## src/rtl/bwm_pkg.sv

```systemverilog
// Package: shared types for the burst write traffic master.
// Assumes: nothing beyond IEEE 1800-2017.
package bwm_pkg;

    // Control phases of one run.
    typedef enum logic [2:0] {
        PH_IDLE  = 3'd0,
        PH_SETTLE = 3'd1,
        PH_WRITE = 3'd2,
        PH_TAIL  = 3'd3,
        PH_DONE  = 3'd4
    } bwm_phase_e;

endpackage

```

## src/rtl/bwm_sequencer.sv

```systemverilog
// Module: bwm_sequencer
// Steps a run through idle, settle, write, tail and done. A start pulse is
// taken only in idle. The settle phase lasts SETTLE_CYC edges. The write phase
// ends on the last word. The tail phase ends when the grant drops. Done holds
// until a clear pulse.
// Assumes: SETTLE_CYC >= 1; last_word is valid in the cycle of the final write.
module bwm_sequencer
    import bwm_pkg::*;
#(
    parameter int SETTLE_CYC = 10
) (
    input  logic       clk,
    input  logic       rst_n,
    input  logic       start,
    input  logic       irq_clr,
    input  logic       gnt,
    input  logic       last_word,
    output bwm_phase_e phase,
    output logic       accept,
    output logic       clear_done
);
    localparam int SW = (SETTLE_CYC > 1) ? $clog2(SETTLE_CYC) : 1;
    localparam logic [SW-1:0] SETTLE_LAST = SW'(SETTLE_CYC - 1);

    bwm_phase_e    phase_q;
    logic [SW-1:0] settle_q;

    // Strobes for accepting a start and for clearing a finished run.
    always_comb begin
        accept     = (phase_q == PH_IDLE) && start;
        clear_done = (phase_q == PH_DONE) && irq_clr;
    end

    // Phase register and transitions.
    always_ff @(posedge clk) begin
        if (!rst_n) begin
            phase_q <= PH_IDLE;
        end else begin
            case (phase_q)
                PH_IDLE:   if (start) phase_q <= PH_SETTLE;
                PH_SETTLE: if (settle_q == SETTLE_LAST) phase_q <= PH_WRITE;
                PH_WRITE:  if (gnt && last_word) phase_q <= PH_TAIL;
                PH_TAIL:   if (!gnt) phase_q <= PH_DONE;
                PH_DONE:   if (irq_clr) phase_q <= PH_IDLE;
                default:   phase_q <= PH_IDLE;
            endcase
        end
    end

    // Settle counter: counts edges spent in the settle phase.
    always_ff @(posedge clk) begin
        if (!rst_n || phase_q != PH_SETTLE) begin
            settle_q <= '0;
        end else begin
            settle_q <= settle_q + 1'b1;
        end
    end

    assign phase = phase_q;
endmodule

```

## src/rtl/bwm_addr_gen.sv

```systemverilog
// Module: bwm_addr_gen
// Holds the word index and the write address of the run. Both are loaded at
// start acceptance and advance by one word on every write.
// Assumes: base_addr is word aligned (its low two bits are dropped).
module bwm_addr_gen #(
    parameter int ADDR_W    = 32,
    parameter int DATA_W    = 32,
    parameter int NUM_WORDS = 1024
) (
    input  logic              clk,
    input  logic              rst_n,
    input  logic              load,
    input  logic [ADDR_W-1:0] base_addr,
    input  logic              advance,
    output logic [ADDR_W-1:0] addr,
    output logic [DATA_W-1:0] wdata,
    output logic              last_word
);
    localparam int IW = $clog2(NUM_WORDS + 1);
    localparam logic [IW-1:0] IDX_LAST = IW'(NUM_WORDS - 1);

    logic [IW-1:0]     idx_q;
    logic [ADDR_W-1:0] addr_q;

    // Word index and address: load on accept, step on each write.
    always_ff @(posedge clk) begin
        if (!rst_n) begin
            idx_q  <= '0;
            addr_q <= '0;
        end else if (load) begin
            idx_q  <= '0;
            addr_q <= {base_addr[ADDR_W-1:2], 2'b00};
        end else if (advance) begin
            idx_q  <= idx_q + 1'b1;
            addr_q <= addr_q + ADDR_W'(4);
        end
    end

    // Outputs: data is the word index, widened to the bus.
    always_comb begin
        addr      = addr_q;
        wdata     = DATA_W'(idx_q);
        last_word = (idx_q == IDX_LAST);
    end
endmodule

```

## src/rtl/bwm_stats.sv

```systemverilog
// Module: bwm_stats
// Counts the grant periods that start while words remain, and the granted
// cycles left unused after the last word. Both counters clear on a clear
// strobe and otherwise hold.
// Assumes: the grant input is synchronous to clk.
module bwm_stats #(
    parameter int CNT_W = 11,
    parameter int RES_W = 16
) (
    input  logic             clk,
    input  logic             rst_n,
    input  logic             clr,
    input  logic             gnt,
    input  logic             writing,
    input  logic             tail,
    output logic [CNT_W-1:0] access_cnt,
    output logic [RES_W-1:0] residual_cnt
);
    logic             gnt_q;
    logic [CNT_W-1:0] acc_q;
    logic [RES_W-1:0] res_q;

    // Delayed grant for edge detection.
    always_ff @(posedge clk) begin
        if (!rst_n) gnt_q <= 1'b0;
        else        gnt_q <= gnt;
    end

    // Grant-period counter: one count per rising grant in the write phase.
    always_ff @(posedge clk) begin
        if (!rst_n || clr)                 acc_q <= '0;
        else if (writing && gnt && !gnt_q) acc_q <= acc_q + 1'b1;
    end

    // Residual counter: granted cycles in the tail phase.
    always_ff @(posedge clk) begin
        if (!rst_n || clr)     res_q <= '0;
        else if (tail && gnt)  res_q <= res_q + 1'b1;
    end

    assign access_cnt   = acc_q;
    assign residual_cnt = res_q;
endmodule

```

## src/rtl/burst_wr_master.sv

```systemverilog
// Module: burst_wr_master (top)
// Bus-master traffic source. It writes NUM_WORDS words through a request/grant
// handshake and records the grant periods used and the residual granted
// cycles. The interrupt is raised on completion and held until cleared.
// Assumes: the arbiter keeps gnt low while req is low.
module burst_wr_master
    import bwm_pkg::*;
#(
    parameter int ADDR_W     = 32,
    parameter int DATA_W     = 32,
    parameter int NUM_WORDS  = 1024,
    parameter int SETTLE_CYC = 10,
    parameter int CNT_W      = $clog2(NUM_WORDS + 1),
    parameter int RES_W      = 16
) (
    input  logic              clk,
    input  logic              rst_n,
    input  logic              start,
    input  logic              irq_clr,
    input  logic [ADDR_W-1:0] base_addr,
    input  logic              gnt,
    output logic              req,
    output logic              wr_en,
    output logic [ADDR_W-1:0] addr,
    output logic [DATA_W-1:0] wdata,
    output logic              irq,
    output logic [CNT_W-1:0]  access_cnt,
    output logic [RES_W-1:0]  residual_cnt
);
    bwm_phase_e phase;
    logic       accept;
    logic       clear_done;
    logic       last_word;
    logic       writing;
    logic       tail;

    bwm_sequencer #(.SETTLE_CYC(SETTLE_CYC)) u_seq (
        .clk        (clk),
        .rst_n      (rst_n),
        .start      (start),
        .irq_clr    (irq_clr),
        .gnt        (gnt),
        .last_word  (last_word),
        .phase      (phase),
        .accept     (accept),
        .clear_done (clear_done)
    );

    // Phase decode for the handshake and the counters.
    always_comb begin
        writing = (phase == PH_WRITE);
        tail    = (phase == PH_TAIL);
        req     = writing || tail;
        wr_en   = writing && gnt;
        irq     = (phase == PH_DONE);
    end

    bwm_addr_gen #(
        .ADDR_W    (ADDR_W),
        .DATA_W    (DATA_W),
        .NUM_WORDS (NUM_WORDS)
    ) u_addr (
        .clk       (clk),
        .rst_n     (rst_n),
        .load      (accept),
        .base_addr (base_addr),
        .advance   (wr_en),
        .addr      (addr),
        .wdata     (wdata),
        .last_word (last_word)
    );

    bwm_stats #(.CNT_W(CNT_W), .RES_W(RES_W)) u_stats (
        .clk          (clk),
        .rst_n        (rst_n),
        .clr          (accept || clear_done),
        .gnt          (gnt),
        .writing      (writing),
        .tail         (tail),
        .access_cnt   (access_cnt),
        .residual_cnt (residual_cnt)
    );
endmodule

```

## config.mk

```make
export PLATFORM = sky130hd
export DESIGN_NAME = burst_wr_master
export DESIGN_NICKNAME = d
export VERILOG_FILES = /design/src/rtl/bwm_pkg.sv /design/src/rtl/bwm_sequencer.sv /design/src/rtl/bwm_addr_gen.sv /design/src/rtl/bwm_stats.sv /design/src/rtl/burst_wr_master.sv
export SDC_FILE = /design/constraint.sdc
export NUM_CORES = 1
export LEC_CHECK = 0
export BUFFER_PORTS_ARGS = -buffer_cell sky130_fd_sc_hd__buf_2
export CORE_MARGIN = 2
export CORE_UTILIZATION = 40
export DETAILED_ROUTE_END_ITERATION = 6
export PLACE_DENSITY_LB_ADDON = 0.1
export SYNTH_ARGS = -nofsm -noshare
export SYNTH_HDL_FRONTEND = slang
export SYNTH_SLANG_ARGS = --single-unit
```

## constraint.sdc

```tcl
create_clock -name clk -period 2.16 [get_ports clk]
set_clock_uncertainty 0.2 [all_clocks]
set_input_delay 0 -clock clk [delete_from_list [all_inputs] [get_ports clk]]
set_output_delay 0 -clock clk [all_outputs]
set_load 0.005 [all_outputs]
```

==> reports/metrics.cfg, run 1 <==
[status]
outcome = finished clean

[synthesis]
synth_area_leaders = dfxtp_1 (39%), xor2_1 (7.0%), buf_4 (4.8%), nor2_1 (4.8%), xnor2_1 (4.3%)
yosys.area.top_type = dfxtp_1
syn_avg_cell_area_um2 = 8.496
synth_flop_cell = dfxtp_1
synth-edff-count = 0
ys_seq_area_frac = 0.3910
synth.distinct_cells = 55
yosysTopAreaCellShare = 0.3910
ys_warn_count = 0
synthCells = 458
ys_async_sr_fraction = 0
ys_ff_latch = 76
synth_area_um2 = 3891

[sta]
fmax_mhz = 497.2
finalSetupViolations = 0
final-max-slew-violation-count = 0
final_hold_viol_count = 0
setup_tns_ps = 0
rsz0062_at_grt = false
period_minus_slack_ps = 2011
fin_crit_sh = 0.9312

[clock_network]
cts_resized = 0
root_buffer = clkbuf_8
h-tree-depth = 3
cts_sinks = 76
cts_buffers = 9
clk_latency_ps = 340
tritoncts = built
clockBufferDepth = 2
worst_setup_hold_path_clk_slew_ps = 80

[route]
drt_wl_total_um = 9313
vias = 3664
avgRoutedWirePerCell_um = 12.35
drtIter0Drc = 72
first_pass_iters = 4
antenna_left = 0
route.detailed.drc = 0
vias_per_cell = 4.859

[pwr]
p_total_uw = 3217
power_density_nw_per_um2 = 619.8
p_leak_uw = 0.002216
peakVddDrop_uv = 363.5

[place]
post-dp-hpwl_um = 6722
gp_congestion = 0.7864
port_buffers = 105

[global_route]
grt_max_degree = 53
grt_pass1_wl_um = 15170
antenna_found_initial = 0
grt_use_total = 0.1802
gr-total-overflow = 0
grt_pass1_vias = 3349

[die]
coreArea_um2 = 9328
std_cell_rows = 35
ios = 131
die_h_um = 102.6
die_w_um = 102.6
initial_utilization = 0.4172
die_area_um2 = 10530

[setup_path]
worstPathArrival_ps = 2050
crit_fanout = 8
crit_slowest_cell = or4_1
critPathCaptureType = register
criticalPathCategory = reg2reg
path_cells = nand4bb_4, inv_2, nand4_4, or4_1, and3_1, o21a_1
worstSetupStartpointType = register
r2r_cells = 6
required_ps = 2200
cp_slowest_stage_delay_ps = 450

[final_layout]
multi_input_area_um2 = 2128
drive_gt1_frac = 0.2688
fin_nets = 663
n_fill_cell = 926
syn_to_final_growth_pct = 33.38
final-seq-area_um2 = 1521
fin_util = 0.5564
final_cell_mix = buf_2 (105), dfxtp_1 (76), nor2_1 (50)
layout_commonest_cell = buf_2
num_antenna_cells = 0

[run]
max-cap-violations = 0

[hold_path]
whs_path_depth = 4
hold_path_class = in2reg

[cells by family (layout without fill, tap and decap cells)]
logic type | count (synthesis) | in the layout | synth area share
and+or+nand+nor | 193 | 193 | 0.2749
AOI/OAI and AO/OA | 77 | 77 | 0.1113
DFF | 76 | 76 | 0.3910
buffers and inverters | 53 | 198 | 0.08328
xor gates and xnor gates | 50 | 50 | 0.1125
adders and majority gates | 6 | 6 | 0.01929
muxes | 2 | 2 | 0.006751
other | 1 | 23 | 0.0009637
[cell usage after synthesis, types with 3 or more instances]
cell type  number
nor4_2          4
a21oi_1        33
nor2_1         50
clkbuf_1        9
xor2_1         31
buf_2           7
nand2_1        42
dfxtp_1        76
buf_4          25
ha_1            6
a211oi_1        6
nor3_1          8
xnor2_1        19
nand3_1        23
or3_1           7
o21ai_0        27
nand4_1        21
buf_6           3
and3_1         11
and4_1          3
inv_1           7
[sequential cells by signal, indices dropped and copies added, names as in the netlist]
| register | count |
|---|---|
| u_stats.access_cnt | 11 |
| u_seq.settle_q | 4 |
| u_addr.idx_q | 11 |
| u_stats.residual_cnt | 16 |
| u_seq.phase | 3 |
| u_stats.gnt_q | 1 |
| u_addr.addr | 30 |
[area by class of cell]
type,instances,share of cell area
Clock buffer,12,0.02797
Clock inverter,4,0.009402
Inverter,9,0.006509
Multi-Input combinational cell,351,0.4101
Sequential cell,76,0.2932
Tap cell,129,0.03110
Timing Repair Buffer,173,0.2218
[per-stage QoR]
| step | worst slack [ps] | instance area [um^2] | instances | hold WS, ps |
|---|---|---|---|---|
| 4_1_cts | 121.3 | 5190 | 754 | 240.7 |
| 3_5_place_dp | 134.4 | 4636 | 702 | 61.66 |
| 5_1_grt | 14.99 | 5190 | 754 | 273.3 |
| 3_3_place_gp | 186.7 | 4636 | 702 | 59.07 |
| 6_report | 148.6 | 5190 | 754 | 242.1 |
| 2_1_floorplan | 179.2 | 3974 | 480 | -65.30 |
[worst max-delay path, delay by kind of cell (launching register included)]
family / cells / cell delay [ps]
and+or+nand+nor: 4 / 940
DFF: 1 / 430
buffers and inverters: 1 / 170
AOI/OAI and AO/OA: 1 / 170
[what timing repair did]
action	in CTS	in global routing
buffers inserted	0	0
hold endpoints to repair	65	0
hold buffers	36	0
[routing by layer]
layer,track usage,wire (um)
met1,0.2315,4378
met2,0.3002,4354
met3,0.03864,462
met4,0.06256,117
met5,0,0
[power breakdown]
group          internal [uW]  switching, uW  leakage [uW]
Clock                    565            518      0.000100
Sequential              1480           83.9      0.000619
Combinational            284            283       0.00150
Total                   2330            886       0.00222
[path summary, 6_finish.rpt]
path                     startpoint                end  slack [ps]
setup reg to reg     u_seq.phase[1]    u_addr.addr[16]         150
setup / recovery     u_seq.phase[1]    u_addr.addr[16]         150
hold reg to reg   u_seq.settle_q[0]  u_seq.settle_q[0]         270
hold / removal         base_addr[6]     u_addr.addr[6]         240
Note: power is estimated with default switching activity, not from simulation.
==> run 2: changes to the inputs <==
- BUFFER_PORTS_ARGS: -buffer_cell sky130_fd_sc_hd__buf_2 -> -buffer_cell sky130_fd_sc_hd__buf_4
==> run 2 against run 1 <==
Effect of this change:
- register-to-register slack improved by 40 ps
- critical path depth unchanged
- non-clock buffer count decreased by 1
- routed wire length increased by 2.8%
- clock power increased by 25%
- via count decreased by 0.63%
- sequential cell count unchanged
- clock-buffer cell count decreased by 3
- worst setup slack improved by 38 ps
- cell area increased by 6.0%
- global-route usage increased by 0.28 points
- core utilization increased by 3.3 points
- critical path type unchanged
- highest routed layer unchanged
==> reports/metrics.cfg, run 2 (synthesis gave the netlist of run 1 again) <==
[clock_network]
cts_sinks = 76
tritoncts = built
cts_buffers = 9
clockBufferDepth = 2
clk_latency_ps = 350
hold_buffers = 36
h-tree-depth = 3
cts_resized = 0
post_cts_buffers = 0
root_buffer = clkbuf_8
worst_setup_hold_path_clk_slew_ps = 80

[die]
die_h_um = 102.6
initial_utilization = 0.4172
die_area_um2 = 10530
std_cell_rows = 35
ios = 131
die_w_um = 102.6
coreArea_um2 = 9328

[pwr]
power_frac_comb = 0.176
power.internal_uw = 2595
netSwitchingFraction = 0.2690
peakVddDrop_uv = 382.9
p_switching_uw = 954.9
clkPwrFrac = 0.381
power_density_nw_per_um2 = 645.5
p_leak_uw = 0.002261
p_seq_frac = 0.443

[place]
post-dp-hpwl_um = 6780
numPlacedInstances = 701
gp_congestion = 0.7923
port_buffers = 105

[route]
route.detailed.drc = 0
drtIter0Drc = 49
vias = 3641
vias_per_cell = 4.835
antenna_left = 0
drt_wl_total_um = 9574
avgRoutedWirePerCell_um = 12.71
first_pass_iters = 4

[sta]
rsz0062_at_grt = false
whs_ps = 241.6
period_minus_slack_ps = 1974
fmax_mhz = 506.7
final_hold_viol_count = 0
finalSetupViolations = 0
setup_tns_ps = 0
fin_crit_sh = 0.9137
final-max-slew-violation-count = 0

[setup_path]
worstPathArrival_ps = 2060
criticalPathCategory = reg2reg
required_ps = 2240
worstSetupStartpointType = register
crit_fanout = 9
critPathCaptureType = register

[run]
max-cap-violations = 0

[status]
outcome = finished clean

[final_layout]
final_cells = 753
final_cell_mix = buf_4 (134), dfxtp_1 (76), nor2_1 (50)
layout_commonest_cell = buf_4
fin_nets = 662
drive_gt1_frac = 0.2708
syn_to_final_growth_pct = 41.32
num_antenna_cells = 0
largest_reg_flops = 30
n_fill_cell = 854

[global_route]
antenna_found_initial = 0
grt_pass1_vias = 3410
grt_pass1_wl_um = 15360
gr-total-overflow = 0
grt_max_degree = 53
grt_use_total = 0.1830

[hold_path]
hold_path_class = in2reg

## run 2: path summary, 6_finish.rpt
path                                   startpoint               endpoint  slack, ps  depth (start not counted)
worst max-delay path               u_seq.phase[1]  u_stats.access_cnt[9]        190                          6
worst min register to register  u_seq.settle_q[0]      u_seq.settle_q[0]        280                          1
worst max register to register     u_seq.phase[1]  u_stats.access_cnt[9]        190                          6
worst min-delay path                 base_addr[6]         u_addr.addr[6]        240                          4
## run 2: power groups by stage
stage          Sequential (uW)  Clock (uW)  Combinational [uW]
2_1_floorplan             1600           0                 307
3_3_place_gp              1600           0                 568
3_5_place_dp              1600           0                 572
4_1_cts                   1570        1390                 625
5_1_grt                   1590        1450                 688
6_report                  1570        1350                 624
## run 2: worst max-delay path, stage by stage, from the launching register on
cell       delay (ps)
dfxtp_1           450
nand4bb_4         170
buf_4             210
nor4_4            280
nand4_1           150
or3_1             320
a21oi_1           130
## run 2: layer usage
| metal | vias up | share of wire | global-route usage | routed length [um] |
|---|---|---|---|---|
| met5 | - | 0 | 0 | 0 |
| met2 | 100 | 0.47 | 0.3057 | 4527 |
| met3 | 8 | 0.055 | 0.04746 | 523 |
| li1 | 1875 | - | - | - |
| met4 | 0 | 0.0093 | 0.05436 | 89 |
| met1 | 1658 | 0.46 | 0.2328 | 4434 |
## run 2: through the flow
stage               area, um^2  total power [uW]    util  setup slack (ps)
finish                    5499              3550  0.5895             186.4
global route              5499              3725  0.5895             16.79
CTS                       5499              3587  0.5895             178.6
detailed placement        4891              2176  0.5243             195.8
global placement          4891              2170  0.5243             238.5
floorplan                 3974              1910       -             179.2
## run 2: final cells by class
cell class | instances | area (um^2) | share of cell area
repair buffers | 172 | 1406 | 0.2557
flip-flops and latches | 76 | 1521 | 0.2767
inverters | 9 | 33.78 | 0.006143
well taps | 129 | 161.4 | 0.02935
clock inverters | 7 | 123.9 | 0.02253
multi-input cells | 351 | 2128 | 0.3870
clock buffers | 9 | 123.9 | 0.02253
